File: config.mk
export PLATFORM = sky130hd
export DESIGN_NAME = alink_serializer
export DESIGN_NICKNAME = d
export VERILOG_FILES = /design/src/rtl/alink_pkg.sv /design/src/rtl/alink_slot_fmt.sv /design/src/rtl/alink_frame_build.sv /design/src/rtl/alink_bit_timer.sv /design/src/rtl/alink_serializer.sv
export SDC_FILE = /design/constraint.sdc
export NUM_CORES = 1
export LEC_CHECK = 0
export BUFFER_PORTS_ARGS = -buffer_cell sky130_fd_sc_hd__buf_2
export CAP_MARGIN = 10
export CORE_MARGIN = 4
export CORE_UTILIZATION = 41
export CTS_BUF_LIST = sky130_fd_sc_hd__clkbuf_2 sky130_fd_sc_hd__clkbuf_4 sky130_fd_sc_hd__clkbuf_8
export CTS_CLUSTER_SIZE = 16
export DETAILED_ROUTE_END_ITERATION = 10
export SLEW_MARGIN = 20
export SYNTH_ARGS = -nofsm -noshare
export SYNTH_HDL_FRONTEND = slang
export SYNTH_HIERARCHICAL = 1
export SYNTH_SLANG_ARGS = --single-unit
File: constraint.sdc
create_clock -name bclk -period 3.95 [get_ports bclk]
set_clock_uncertainty 0.2 [all_clocks]
set_input_delay 0.395 -clock bclk [delete_from_list [all_inputs] [get_ports bclk]]
set_output_delay 0.395 -clock bclk [all_outputs]
set_load 0.02 [all_outputs]
File: src/rtl/alink_pkg.sv
package alink_pkg;
   // Default frame geometry of the link
   localparam int unsigned ALINK_SLOT_W    = 20;
   localparam int unsigned ALINK_TAG_W     = 16;
   localparam int unsigned ALINK_NUM_SLOTS = 12;
   localparam int unsigned ALINK_IDX_W     = 7;
   localparam int unsigned ALINK_DATA_W    = 16;
   localparam int unsigned ALINK_WID_W     = 5;

   // Role of each slot within the frame (slot number minus one)
   typedef enum logic [1:0] {
      SLOT_CMD_ADDR = 2'd0,
      SLOT_CMD_DATA = 2'd1,
      SLOT_PCM      = 2'd2,
      SLOT_SPARE    = 2'd3
   } slot_role_e;

   function automatic slot_role_e role_of(input int unsigned slot_ix);
      if (slot_ix == 0)      return SLOT_CMD_ADDR;
      else if (slot_ix == 1) return SLOT_CMD_DATA;
      else if (slot_ix < 4)  return SLOT_PCM;
      else                   return SLOT_SPARE;
   endfunction
endpackage

File: src/rtl/alink_slot_fmt.sv
// Justifies a right-aligned sample of programmable width to the top of a slot
module alink_slot_fmt #(
   parameter int unsigned SLOT_W = alink_pkg::ALINK_SLOT_W,
   parameter int unsigned WID_W  = alink_pkg::ALINK_WID_W
) (
   input  logic [SLOT_W-1:0] sample,
   input  logic [WID_W-1:0]  width,
   input  logic              enable,
   output logic [SLOT_W-1:0] slot
);
   localparam logic [WID_W-1:0] FULL_W = WID_W'(SLOT_W);

   logic [WID_W-1:0] eff_w;
   logic [WID_W-1:0] shamt;

   always_comb begin
      if (width == '0 || width > FULL_W) eff_w = FULL_W;
      else                               eff_w = width;
      shamt = FULL_W - eff_w;
      // left shift pushes stray upper bits out and zero-fills the tail
      slot  = enable ? (sample << shamt) : '0;
   end
endmodule

File: src/rtl/alink_frame_build.sv
// Assembles the complete frame image (tag plus all slots) from the inputs
module alink_frame_build #(
   parameter int unsigned SLOT_W    = alink_pkg::ALINK_SLOT_W,
   parameter int unsigned TAG_W     = alink_pkg::ALINK_TAG_W,
   parameter int unsigned NUM_SLOTS = alink_pkg::ALINK_NUM_SLOTS,
   parameter int unsigned IDX_W     = alink_pkg::ALINK_IDX_W,
   parameter int unsigned DATA_W    = alink_pkg::ALINK_DATA_W,
   parameter int unsigned WID_W     = alink_pkg::ALINK_WID_W,
   localparam int unsigned FRAME_BITS = TAG_W + NUM_SLOTS * SLOT_W
) (
   input  logic                  cmd_rd,
   input  logic [IDX_W-1:0]      cmd_idx,
   input  logic [DATA_W-1:0]     cmd_wdata,
   input  logic [SLOT_W-1:0]     pcm_left,
   input  logic [SLOT_W-1:0]     pcm_right,
   input  logic [WID_W-1:0]      pcm_width,
   input  logic                  mono,
   input  logic [NUM_SLOTS-1:0]  slot_valid,
   output logic [FRAME_BITS-1:0] frame
);
   import alink_pkg::*;

   logic [TAG_W-1:0]  tag;
   logic [SLOT_W-1:0] addr_slot;
   logic [SLOT_W-1:0] data_slot;
   logic [SLOT_W-1:0] left_slot;
   logic [SLOT_W-1:0] right_slot;
   logic [SLOT_W-1:0] right_src;

   // Tag: frame-valid flag, one flag per slot, zero pad
   always_comb begin
      tag = '0;
      tag[TAG_W-1] = |slot_valid;
      for (int k = 0; k < int'(NUM_SLOTS); k++) begin
         tag[TAG_W-2-k] = slot_valid[k];
      end
   end

   // Command address slot; index LSB cleared to stay on an even register
   always_comb begin
      addr_slot = '0;
      if (slot_valid[0]) begin
         addr_slot[SLOT_W-1]          = cmd_rd;
         addr_slot[SLOT_W-2 -: IDX_W] = {cmd_idx[IDX_W-1:1], 1'b0};
      end
   end

   // Command data slot, empty on reads
   always_comb begin
      data_slot = '0;
      if (slot_valid[1] && !cmd_rd) begin
         data_slot[SLOT_W-1 -: DATA_W] = cmd_wdata;
      end
   end

   assign right_src = mono ? pcm_left : pcm_right;

   alink_slot_fmt #(.SLOT_W(SLOT_W), .WID_W(WID_W)) i_fmt_left (
      .sample (pcm_left),
      .width  (pcm_width),
      .enable (slot_valid[2]),
      .slot   (left_slot)
   );

   alink_slot_fmt #(.SLOT_W(SLOT_W), .WID_W(WID_W)) i_fmt_right (
      .sample (right_src),
      .width  (pcm_width),
      .enable (slot_valid[3]),
      .slot   (right_slot)
   );

   assign frame[FRAME_BITS-1 -: TAG_W] = tag;

   // Place each slot by its role
   for (genvar k = 0; k < NUM_SLOTS; k++) begin : g_slot
      localparam int unsigned TOP = FRAME_BITS - TAG_W - 1 - k * SLOT_W;
      if (role_of(k) == SLOT_CMD_ADDR) begin : g_addr
         assign frame[TOP -: SLOT_W] = addr_slot;
      end else if (role_of(k) == SLOT_CMD_DATA) begin : g_data
         assign frame[TOP -: SLOT_W] = data_slot;
      end else if (role_of(k) == SLOT_PCM && k == 2) begin : g_left
         assign frame[TOP -: SLOT_W] = left_slot;
      end else if (role_of(k) == SLOT_PCM) begin : g_right
         assign frame[TOP -: SLOT_W] = right_slot;
      end else begin : g_spare
         assign frame[TOP -: SLOT_W] = '0;
      end
   end
endmodule

File: src/rtl/alink_bit_timer.sv
// Bit position counter and look-ahead sync decode
module alink_bit_timer #(
   parameter int unsigned FRAME_BITS = 256,
   parameter int unsigned SYNC_LEN   = 16,
   localparam int unsigned CNT_W     = $clog2(FRAME_BITS)
) (
   input  logic             clk,
   input  logic             rst_n,
   output logic [CNT_W-1:0] pos_next,
   output logic             frame_start,
   output logic             sync_next
);
   localparam logic [CNT_W-1:0] LAST = CNT_W'(FRAME_BITS - 1);
   localparam logic [CNT_W-1:0] SYNC_END = CNT_W'(SYNC_LEN - 1);

   logic [CNT_W-1:0] pos_q;

   always_comb begin
      pos_next    = (pos_q == LAST) ? '0 : pos_q + 1'b1;
      frame_start = (pos_next == '0);
      sync_next   = (pos_next == LAST) || (pos_next < SYNC_END);
   end

   // Reset parks two bits before a frame so the first frame gets a full sync
   always_ff @(posedge clk or negedge rst_n) begin
      if (!rst_n) pos_q <= CNT_W'(FRAME_BITS - 2);
      else        pos_q <= pos_next;
   end
endmodule

File: src/rtl/alink_serializer.sv
module alink_serializer #(
   parameter int unsigned SLOT_W    = alink_pkg::ALINK_SLOT_W,
   parameter int unsigned TAG_W     = alink_pkg::ALINK_TAG_W,
   parameter int unsigned NUM_SLOTS = alink_pkg::ALINK_NUM_SLOTS,
   parameter int unsigned IDX_W     = alink_pkg::ALINK_IDX_W,
   parameter int unsigned DATA_W    = alink_pkg::ALINK_DATA_W,
   parameter int unsigned WID_W     = alink_pkg::ALINK_WID_W,
   parameter int unsigned SYNC_LEN  = alink_pkg::ALINK_TAG_W
) (
   input  logic                 bclk,
   input  logic                 rst_n,
   input  logic                 cmd_rd,
   input  logic [IDX_W-1:0]     cmd_idx,
   input  logic [DATA_W-1:0]    cmd_wdata,
   input  logic [SLOT_W-1:0]    pcm_left,
   input  logic [SLOT_W-1:0]    pcm_right,
   input  logic [WID_W-1:0]     pcm_width,
   input  logic                 mono,
   input  logic [NUM_SLOTS-1:0] slot_valid,
   output logic                 sync,
   output logic                 sdata
);
   localparam int unsigned FRAME_BITS = TAG_W + NUM_SLOTS * SLOT_W;
   localparam int unsigned CNT_W      = $clog2(FRAME_BITS);

   // Elaboration-time parameter checks
   if (NUM_SLOTS < 4)
      $error("alink_serializer: NUM_SLOTS must cover command and both PCM slots");
   if (TAG_W < NUM_SLOTS + 1)
      $error("alink_serializer: TAG_W too small for the slot flags");
   if (SLOT_W < IDX_W + 1 || SLOT_W < DATA_W)
      $error("alink_serializer: SLOT_W too small for the command fields");
   if ((1 << WID_W) <= SLOT_W)
      $error("alink_serializer: WID_W cannot express a full-width sample");
   if (SYNC_LEN < 2 || SYNC_LEN > FRAME_BITS - 1)
      $error("alink_serializer: SYNC_LEN out of range");

   logic [FRAME_BITS-1:0] frame_fmt;
   logic [FRAME_BITS-1:0] shadow_q;
   logic [CNT_W-1:0]      pos_next;
   logic                  frame_start;
   logic                  sync_next;

   alink_frame_build #(
      .SLOT_W(SLOT_W), .TAG_W(TAG_W), .NUM_SLOTS(NUM_SLOTS),
      .IDX_W(IDX_W), .DATA_W(DATA_W), .WID_W(WID_W)
   ) i_build (
      .cmd_rd     (cmd_rd),
      .cmd_idx    (cmd_idx),
      .cmd_wdata  (cmd_wdata),
      .pcm_left   (pcm_left),
      .pcm_right  (pcm_right),
      .pcm_width  (pcm_width),
      .mono       (mono),
      .slot_valid (slot_valid),
      .frame      (frame_fmt)
   );

   alink_bit_timer #(.FRAME_BITS(FRAME_BITS), .SYNC_LEN(SYNC_LEN)) i_timer (
      .clk         (bclk),
      .rst_n       (rst_n),
      .pos_next    (pos_next),
      .frame_start (frame_start),
      .sync_next   (sync_next)
   );

   // Shadow shift register: loaded at frame start, shifted out MSB first
   always_ff @(posedge bclk or negedge rst_n) begin
      if (!rst_n) begin
         shadow_q <= '0;
         sdata    <= 1'b0;
         sync     <= 1'b0;
      end else begin
         sync <= sync_next;
         if (frame_start) begin
            sdata    <= frame_fmt[FRAME_BITS-1];
            shadow_q <= {frame_fmt[FRAME_BITS-2:0], 1'b0};
         end else begin
            sdata    <= shadow_q[FRAME_BITS-1];
            shadow_q <= {shadow_q[FRAME_BITS-2:0], 1'b0};
         end
      end
   end
endmodule

# Yosys cells after proc, flatten, opt, wreduce, memory -nomap -nowiden
# Cells that the tools add are included.
[word_totals]
regBits = 266
in_bits = 84
output_inout_bits = 2
wordCells = 28
[classes]
n_addsub = 2
magnitude_cmp = 2
eq_ne = 2
n_shift = 2
muxes = 9
reduce_logical = 7
[op_table]
columns = ["operator", "n"]
rows = [
  ["$mux W256", 1],
  ["$mux W20", 3],
  ["$shl A20 B5 Y20", 2],
  ["$eq A8 B8 Y1 const B", 2],
  ["$mux W16", 1],
  ["$mux W8", 2],
  ["$reduce_or A12 Y1", 1],
  ["$add A8 B1 Y8 const B", 1],
  ["$logic_not A8 Y1", 1],
  ["$lt A8 B4 Y1 const B", 1],
  ["$gt A5 B5 Y1 const B", 1],
  ["$logic_not A5 Y1", 1],
  ["$mux W5", 1],
  ["$sub A5 B5 Y5 const A", 1],
  ["$logic_or A1 B1 Y1", 2],
  ["$logic_and A1 B1 Y1", 1],
  ["$logic_not A1 Y1", 1],
  ["$mux W1", 1],
]

# Longest topological paths before layout
# Gate-level depths: netlist (run 1).
[logic_depth]
word_depth = 7
ltp_mapped = 16
ltp_nobuf = 11

# By module
# Netlist (run 1), hierarchy kept.
[by_module_without_submodules]
columns = ["module", "n_inst", "cells_per_inst", "area_each_um2", "seq_area_each_um2"]
rows = [
  ["alink_serializer", 1, 541, 9614.2, 6431.2],
  ["alink_slot_fmt", 2, 148, 1267.5, 0.0],
  ["alink_frame_build", 1, 244, 1960.6, 0.0],
  ["alink_bit_timer", 1, 62, 589.3, 209.0],
]

# Worst setup path before layout (run 1)
# Ideal clock, no wire load.
[synth_timing]
path_kind = "input port to flip-flop"
startpoint = "in pcm_width[2]"
endpoint = "reg shadow_q[169]"
setup_time_ps = 125
arrival_time_ps = 2987
required_ps = 3625
path_slack_ps = 639
cell_stages = 14
path_buffers = 5
path_cell_list = "buf_6 o21ai_2 and2_4 buf_12 buf_12 inv_2 ha_1 clkbuf_1 clkbuf_1 mux4_1 mux2_2 a22oi_1 nor2_1 mux2_2"
[synth_between]
elab_chain_len = 7
elab_cells_between_ends = 8
classes_between = "add/sub: 1; order compare: 1; shift: 1; mux: 3; reduce/logical: 2"
[synth_lines]
columns = ["item", "line_no", "source"]
rows = [
  ["from (decl)", "alink_serializer.sv:17", "input logic [WID_W-1:0] pcm_width,"],
  ["$gt A5 B5 Y1 / $logic_not A5 Y1 (equally long branches)", "alink_slot_fmt.sv:17", "if (width == '0 || width > FULL_W) eff_w = FULL_W;"],
  ["$logic_or A1 B1 Y1", "alink_slot_fmt.sv:17", ""],
  ["$mux W5 *", "alink_slot_fmt.sv:17", ""],
  ["$sub A5 B5 Y5 *", "alink_slot_fmt.sv:19", "shamt = FULL_W - eff_w;"],
  ["$shl A20 B5 Y20 *", "alink_slot_fmt.sv:21", "slot = enable ? (sample << shamt) : '0;"],
  ["$mux W20 *", "alink_slot_fmt.sv:21", ""],
  ["named net frame_fmt[168]", "alink_serializer.sv:38", "logic [FRAME_BITS-1:0] frame_fmt;"],
  ["$mux W256 *", "alink_serializer.sv:75", "if (frame_start) begin"],
  ["to (signal assigned)", "alink_serializer.sv:77", "shadow_q <= {frame_fmt[FRAME_BITS-2:0], 1'b0};"],
  ["to (signal assigned)", "alink_serializer.sv:80", "shadow_q <= {shadow_q[FRAME_BITS-2:0], 1'b0};"],
  ["to (decl)", "alink_serializer.sv:39", "logic [FRAME_BITS-1:0] shadow_q;"],
]
# Mark *: on every way through the listed nets, which the timed path passes. The rest lies on a longest branch.

# Final worst setup path (run 1)
[layout_timing]
startpoint = "reg i_timer.pos_q[1]"
endpoint = "reg shadow_q[207]"
[layout_between]
elab_chain_len = 4
elab_cells_between_ends = 5
classes_between = "add/sub: 1; eq/ne: 1; mux: 2; reduce/logical: 1"
[layout_lines]
columns = ["item", "line_no", "source"]
rows = [
  ["from (decl)", "alink_bit_timer.sv:16", "logic [CNT_W-1:0] pos_q;"],
  ["from (signal assigned)", "alink_bit_timer.sv:26", "if (!rst_n) pos_q <= CNT_W'(FRAME_BITS - 2);"],
  ["from (signal assigned)", "alink_bit_timer.sv:27", "else pos_q <= pos_next;"],
  ["$add A8 B1 Y8 / $eq A8 B8 Y1 (equally long branches)", "alink_bit_timer.sv:19", "pos_next = (pos_q == LAST) ? '0 : pos_q + 1'b1;"],
  ["$mux W8 *", "alink_bit_timer.sv:19", ""],
  ["$logic_not A8 Y1 *", "alink_bit_timer.sv:20", "frame_start = (pos_next == '0);"],
  ["named net frame_start", "alink_serializer.sv:41", "logic frame_start;"],
  ["$mux W256 *", "alink_serializer.sv:75", ""],
]
# Marked as above.

==> results of run 1 <==
==> flip-flops by register name, indices dropped and copies added, names as in the netlist <==
name,count
sdata,1
shadow_q,255
sync,1
i_timer/pos_q,8
==> layout by cell type, fill, tap and decap left out, drive strengths merged, types with 6 or more instances in the layout <==
| cell type | Yosys | layout |
|---|---|---|
| dfstp | 7 | 7 |
| dfrtp | 258 | 258 |
| dlygate4sd3 | 0 | 30 |
| mux2 | 279 | 279 |
| nand3 | 17 | 17 |
| a211oi | 8 | 8 |
| o21ai | 19 | 19 |
| a21oi | 13 | 13 |
| xor2 | 8 | 8 |
| conb | 1 | 180 |
| clkbuf | 10 | 75 |
| buf | 244 | 116 |
| nor2 | 35 | 35 |
| inv | 6 | 6 |
| a22oi | 6 | 6 |
| nor3 | 9 | 9 |
| mux4 | 34 | 34 |
| and2 | 28 | 28 |
| a211o | 6 | 6 |
| and3 | 13 | 13 |
| nand2b | 9 | 9 |
| mux2i | 14 | 14 |
| nand2 | 50 | 50 |
==> worst register-to-register path, stage by stage (launching register included) <==
cell     delay [ns]
dfstp_2        0.61
ha_1           0.41
and3_1         0.28
nand4_1        0.10
o31ai_1        0.08
o21ai_1        0.16
nor2_4         0.27
buf_12         0.30
buf_4          0.29
mux2_2         0.39
==> worst paths after layout <==
| path | start | cells past startpoint | slack, ns | endpoint |
|---|---|---|---|---|
| hold reg to reg | shadow_q[226]$_DFF_PN0_ | 1 | 0.26 | shadow_q[227]$_DFF_PN0_ |
| setup reg to reg | i_timer/pos_q[1]$_DFF_PN1_ | 9 | 0.74 | shadow_q[207]$_DFF_PN0_ |
| max in group asynchronous | rst_n | 3 | 2.21 | shadow_q[201]$_DFF_PN0_ |
| setup / recovery | i_timer/pos_q[1]$_DFF_PN1_ | 9 | 0.74 | shadow_q[207]$_DFF_PN0_ |
| hold / removal | slot_valid[0] | 2 | 0.05 | shadow_q[255]$_DFF_PN0_ |
| min in group asynchronous | rst_n | 2 | 0.25 | shadow_q[237]$_DFF_PN0_ |
==> synthesized netlist by cell type (5+ instances only) <==
library cell / number / share of area, %
a211oi_1: 8 / 0.41
a21oi_1: 12 / 0.41
a22oi_1: 6 / 0.31
a32oi_1: 5 / 0.30
and2_1: 26 / 1.1
and3_1: 13 / 0.55
buf_2: 10 / 0.34
buf_4: 199 / 10
buf_6: 31 / 2.4
clkbuf_1: 10 / 0.26
dfrtp_1: 258 / 44
dfstp_2: 7 / 1.3
mux2_2: 259 / 20
mux2_4: 20 / 2.0
mux2i_1: 14 / 0.95
mux4_1: 20 / 3.6
mux4_2: 14 / 2.1
nand2_1: 49 / 1.3
nand2b_1: 9 / 0.38
nand3_1: 17 / 0.58
nor2_1: 35 / 0.89
nor3_1: 9 / 0.31
nor4_1: 5 / 0.21
o21ai_0: 16 / 0.54
xor2_1: 8 / 0.48
==> routing by layer <==
layer	global-route usage [%]	part of all wire (%)	wire (um)
met1	17.4	46	11300
met2	20.9	47	11500
met3	2.83	4.9	1200
met4	4.83	2.6	631
met5	0	0	0
==> layout make-up <==
| type | count | share of cell area (%) |
|---|---|---|
| Inverter | 6 | 0.140 |
| Multi-Input combinational cell | 797 | 41.6 |
| Timing Repair Buffer | 146 | 6.64 |
| Clock inverter | 8 | 0.892 |
| Clock buffer | 75 | 5.98 |
| Sequential cell | 265 | 41.2 |
| Tap cell | 461 | 3.58 |
==> metrics by stage <==
| stage | power [W] | setup WS (ns) |
|---|---|---|
| floorplan | 0.00336 | 0.639 |
| global placement | 0.00345 | 0.550 |
| detailed placement | 0.00345 | 0.504 |
| CTS | 0.00644 | 0.718 |
| global route | 0.00664 | 0.550 |
| finish | 0.00632 | 0.735 |
==> logic make-up after synthesis <==
logic type,Yosys count
adders and majority gates,6
other,1
and+or+nand+nor,189
DFF,265
xor gates and xnor gates,13
muxes,327
buffers and inverters,260
AOI/OAI and AO/OA,82
==> timing repair <==
action | in CTS | in global routing
hold buffers | 30 | 0
hold endpoints to repair | 138 | 0
endpoints found under the setup margin | 0 | 0
==> power by group through the flow <==
stage               Clock (W)  Combinational (W)  Sequential, W
floorplan                   0           0.000595        0.00277
global placement            0           0.000682        0.00276
detailed placement          0           0.000684        0.00276
CTS                   0.00301           0.000709        0.00272
global route          0.00314           0.000792        0.00271
finish                0.00290           0.000711        0.00272
==> flow_metrics.tcl, run 1 <==
set metrics [dict create \
    finalHoldViolations 0 \
    muxShareOfSynthArea_pct 28.6 \
    syn-instance-count 1143 \
    regArea_um2 6640 \
    synth_compound_area_share_pct 4.09 \
    fmax_mhz 311 \
    synth-main-ff-cell "dfrtp_1" \
    p_comb_share_pct 11.2 \
    finalSetupViolations 0 \
    outcome "finished clean" \
    cp_data_arrival_time_ns 3.44 \
    crit_required_ns 4.18 \
    viasPerCell 4.70 \
    synthXorXnorAreaFrac_pct 1.13 \
    ys_seq_elements 265 \
    grt_pass1_vias 8568 \
    max_stage_delay_ns 0.61 \
    cts.clk_slew.worst_paths_ns 0.06 \
    dp_hpwl_um 16100 \
    synthAdderAreaFrac_pct 0.477 \
    path_buf_inv 2 \
    dp.cells 1645 \
    cap_violations 0 \
    yosys_warnings 6 \
    netlist_area_um2 14700 \
    clk_latency_ns 0.55 \
    grt_max_degree 122 \
    final_cells 1758 \
    rows 69 \
    swShare_pct 23.6 \
    layout_min_cycle_time_ns 3.21 \
    sequentialPowerShare_pct 43.0 \
    end_kind "flip-flop" \
    p_clk_share_pct 45.8 \
    fin_setup_tns_ns 0 \
    die-area_um2 38900 \
    cts_buffers 47 \
    post-route-util_pct 45.4 \
    clockRootBuffer "clkbuf_8" \
    placed_area_um2 14700 \
    slew_violations 0 \
    core_area_um2 35500 \
    relSlewSlack_pct 37.0 \
    finalNetCount 1351 \
    avgSynthCellArea_um2 12.9 \
    cts_buffer_depth 3 \
    hold_ws_ns 0.0486 \
    antenna_cells 0 \
    vdd_drop_max_v 0.000260 \
    start_util_pct 41.4 \
    cts.sinks 265 \
    synthArstFlopShare_pct 100 \
    grt_pass1_wl_um 42000 \
    design_area_um2 16100 \
    die_x_um 197 \
    dr.pass1.iters 5 \
    routedWlPerCell_um 14.0 \
    detail-route-antenna-nets 0 \
    die_y_um 197 \
    synth_edf_count 0 \
    power_switching_w 0.00149 \
    synth_seq_area_share_pct 45.2 \
    drc 0 \
    grtUsageTotal_pct 13.0 \
    vias 8262 \
    post-cts-setup-buffer-count 0 \
    yosys.area_share.simple_pct 6.72 \
    hp-class "in2reg" \
    start_kind "flip-flop" \
    critical_path_class "reg2reg" \
    power_density_nw_per_um2 392 \
    multi_input_area_um2 6710 \
    cts_tree "built" \
    cp_cell_sequence "ha_1 > and3_1 > nand4_1 > o31ai_1 > o21ai_1 > nor2_4 > buf_12 > buf_4 > mux2_2" \
    rsz0062_at_grt "no" \
    htreeDepth 2 \
    synth_cell_type_count 67 \
    synth_top_family_by_area "multiplexers" \
    worst_pin_slew_ns 0.945 \
    wl_um 24600 \
    port_buffers 84 \
    fillers 3292 \
    cts_resized 0 \
    syn2layout_area_growth_pct 9.69 \
    drt_iter0_drc 451 \
    slowest_stage "dfstp_2" \
    place_congestion 0.851 \
    ioPinCount 86 \
    p_int_w 0.00483 \
    post-route-period-util_pct 81.4 \
    drive_above_1_share_pct 40.6 \
    cp_top_family "simple AND/OR/NAND/NOR gates" \
    leakagePower_nw 8.14 \
    antenna_found_initial 0 \
    overflow 0 \
    cp_max_fo 48 \
]
(Power assumes the default switching activity.)
==> inputs of run 2 (changes only) <==
==> constraint.sdc (replaced) <==
create_clock -name bclk -period 2.7 [get_ports bclk]
set_clock_uncertainty 0.2 [all_clocks]
set_input_delay 0.27 -clock bclk [delete_from_list [all_inputs] [get_ports bclk]]
set_output_delay 0.27 -clock bclk [all_outputs]
set_load 0.02 [all_outputs]
==> run 2 against run 1 <==
Against the previous run: cell count is 2.3% higher; clock-buffer cell count is 3 lower; via count is 1.8% higher; power is 39% higher; hold slack better by 0.059 ns; setup slack worse by 0.58 ns; critical path type unchanged; largest cell class unchanged; largest power group is now sequential cells; highest routed layer unchanged.
==> flow_metrics.tcl, run 2 (synthesis gave the netlist of run 1 again) <==
set metrics [dict create \
    hp-class "in2async" \
    critical_path_class "reg2reg" \
    core_area_um2 35500 \
    power_density_nw_per_um2 534 \
    layout_min_cycle_time_ns 2.54 \
    leakagePower_nw 8.32 \
    start_kind "flip-flop" \
    final_common_cell "dfrtp_1" \
    cts.sinks 265 \
    cp_max_fo 31 \
    worst_pin_slew_ns 0.567 \
    clk_latency_ns 0.54 \
    port_buffers 84 \
    htreeDepth 2 \
    largest_register "shadow_q" \
    cts_buffer_depth 3 \
    routedWlPerCell_um 14.1 \
    syn2layout_area_growth_pct 12.2 \
    cp_data_arrival_time_ns 2.74 \
    dp_slack_ns -0.0184 \
    grtUsageTotal_pct 13.3 \
    ioPinCount 86 \
    outcome "finished clean" \
    finalNetCount 1395 \
    vdd_drop_max_v 0.000379 \
    wl_um 25400 \
    vias 8414 \
    post-route-period-util_pct 94.1 \
    grt_pass1_wl_um 43400 \
    largest_reg_flops 255 \
    worst_slack_ns 0.158 \
    drc 0 \
    antenna_cells 0 \
    finalSetupViolations 0 \
    cts_tree "built" \
    grt_pass1_vias 8791 \
    mostFrequentLayoutCells "258 x dfrtp_1, 257 x mux2_2, 180 x conb_1, 83 x buf_2, 58 x clkbuf_8" \
    drt_iter0_drc 447 \
    cap_violations 0 \
    place_congestion 0.865 \
    total_power_w 0.00880 \
    regArea_um2 6640 \
    top_regs "shadow_q: 255 flops, i_timer/pos_q: 8 flops" \
    rsz0062_at_grt "no" \
    fmax_mhz 393 \
    die_x_um 197 \
    start_util_pct 41.4 \
    relSlewSlack_pct 62.2 \
    die_y_um 197 \
    viasPerCell 4.68 \
    clockRootBuffer "clkbuf_8" \
    end_kind "flip-flop" \
    rows 69 \
    finalHoldViolations 0 \
    cts_buffers 45 \
    multi_input_area_um2 6750 \
    cts.clk_slew.worst_paths_ns 0.07 \
    dp_hpwl_um 16800 \
    antenna_found_initial 0 \
    crit_required_ns 2.90 \
    dr.pass1.iters 6 \
    fillers 3263 \
    die-area_um2 38900 \
    slew_violations 0 \
    post-route-util_pct 46.5 \
    overflow 0 \
    drive_above_1_share_pct 42.6 \
    grt_max_degree 73 \
    detail-route-antenna-nets 0 \
    fin_setup_tns_ns 0 \
]
==> run 2: worst max-delay path, cell delays in order, from the launching register on <==
cell     delay, ns
dfstp_2       0.53
ha_2          0.21
and3_2        0.23
nand4_1       0.10
o31ai_1       0.09
o21ai_2       0.13
nor2_4        0.13
buf_12        0.18
buf_16        0.20
mux2_2        0.36
==> run 2: path summary, 6_finish.rpt <==
| check | startpoint | to | slack [ns] | cells after the start |
|---|---|---|---|---|
| worst max-delay path | i_timer/pos_q[1]$_DFF_PN1_ | shadow_q[192]$_DFF_PN0_ | 0.16 | 9 |
| worst max register to register | i_timer/pos_q[1]$_DFF_PN1_ | shadow_q[192]$_DFF_PN0_ | 0.16 | 9 |
| worst min-delay path | rst_n | sync$_DFF_PN0_ | 0.11 | 2 |
| worst min register to register | shadow_q[21]$_DFF_PN0_ | shadow_q[22]$_DFF_PN0_ | 0.25 | 1 |
| min in group bclk | pcm_left[0] | shadow_q[181]$_DFF_PN0_ | 0.17 | 4 |
| max in group asynchronous | rst_n | shadow_q[13]$_DFF_PN0_ | 1.49 | 3 |
==> run 2: stage by stage <==
step / cells / hold WS, ns / instance area [um^2]
after floorplan: 1322 / -0.226 / 15500
after global placement: 1681 / 0.0914 / 15100
final: 1798 / 0.108 / 16500
after detailed placement: 1681 / 0.0918 / 15100
after global routing: 1798 / 0.132 / 16500
after CTS: 1795 / 0.0869 / 16400
==> run 2: layer usage <==
metal | vias to the layer above | track usage [%] | part of all wire [%]
met4 | 0 | 4.42 | 2.5
met3 | 49 | 2.15 | 4.1
met5 | - | 0 | 0
li1 | 4001 | - | -
met2 | 212 | 21.8 | 47
met1 | 4152 | 18.2 | 46
==> run 2: where the power goes <==
group	internal [W]	total (W)	switching, W
logic	0.000559	0.00117	0.000614
clock network	0.00211	0.00366	0.00154
registers	0.00397	0.00397	0
total	0.00665	0.00880	0.00216
==> run 2: timing repair <==
action	4_1_cts	5_1_grt
endpoints found under the setup margin	0	246
resized for setup	0	6
buffers inserted	0	3
hold buffers	37	0
hold endpoints to repair	262	0
==> run 2: layout make-up <==
| class | count | share of cell area, % |
|---|---|---|
| clock buffer | 72 | 5.48 |
| tap | 461 | 3.50 |
| multi-input combinational | 797 | 40.9 |
| timing repair buffer | 192 | 9.43 |
| sequential | 265 | 40.2 |
| inverter | 6 | 0.227 |
| clock inverter | 5 | 0.212 |
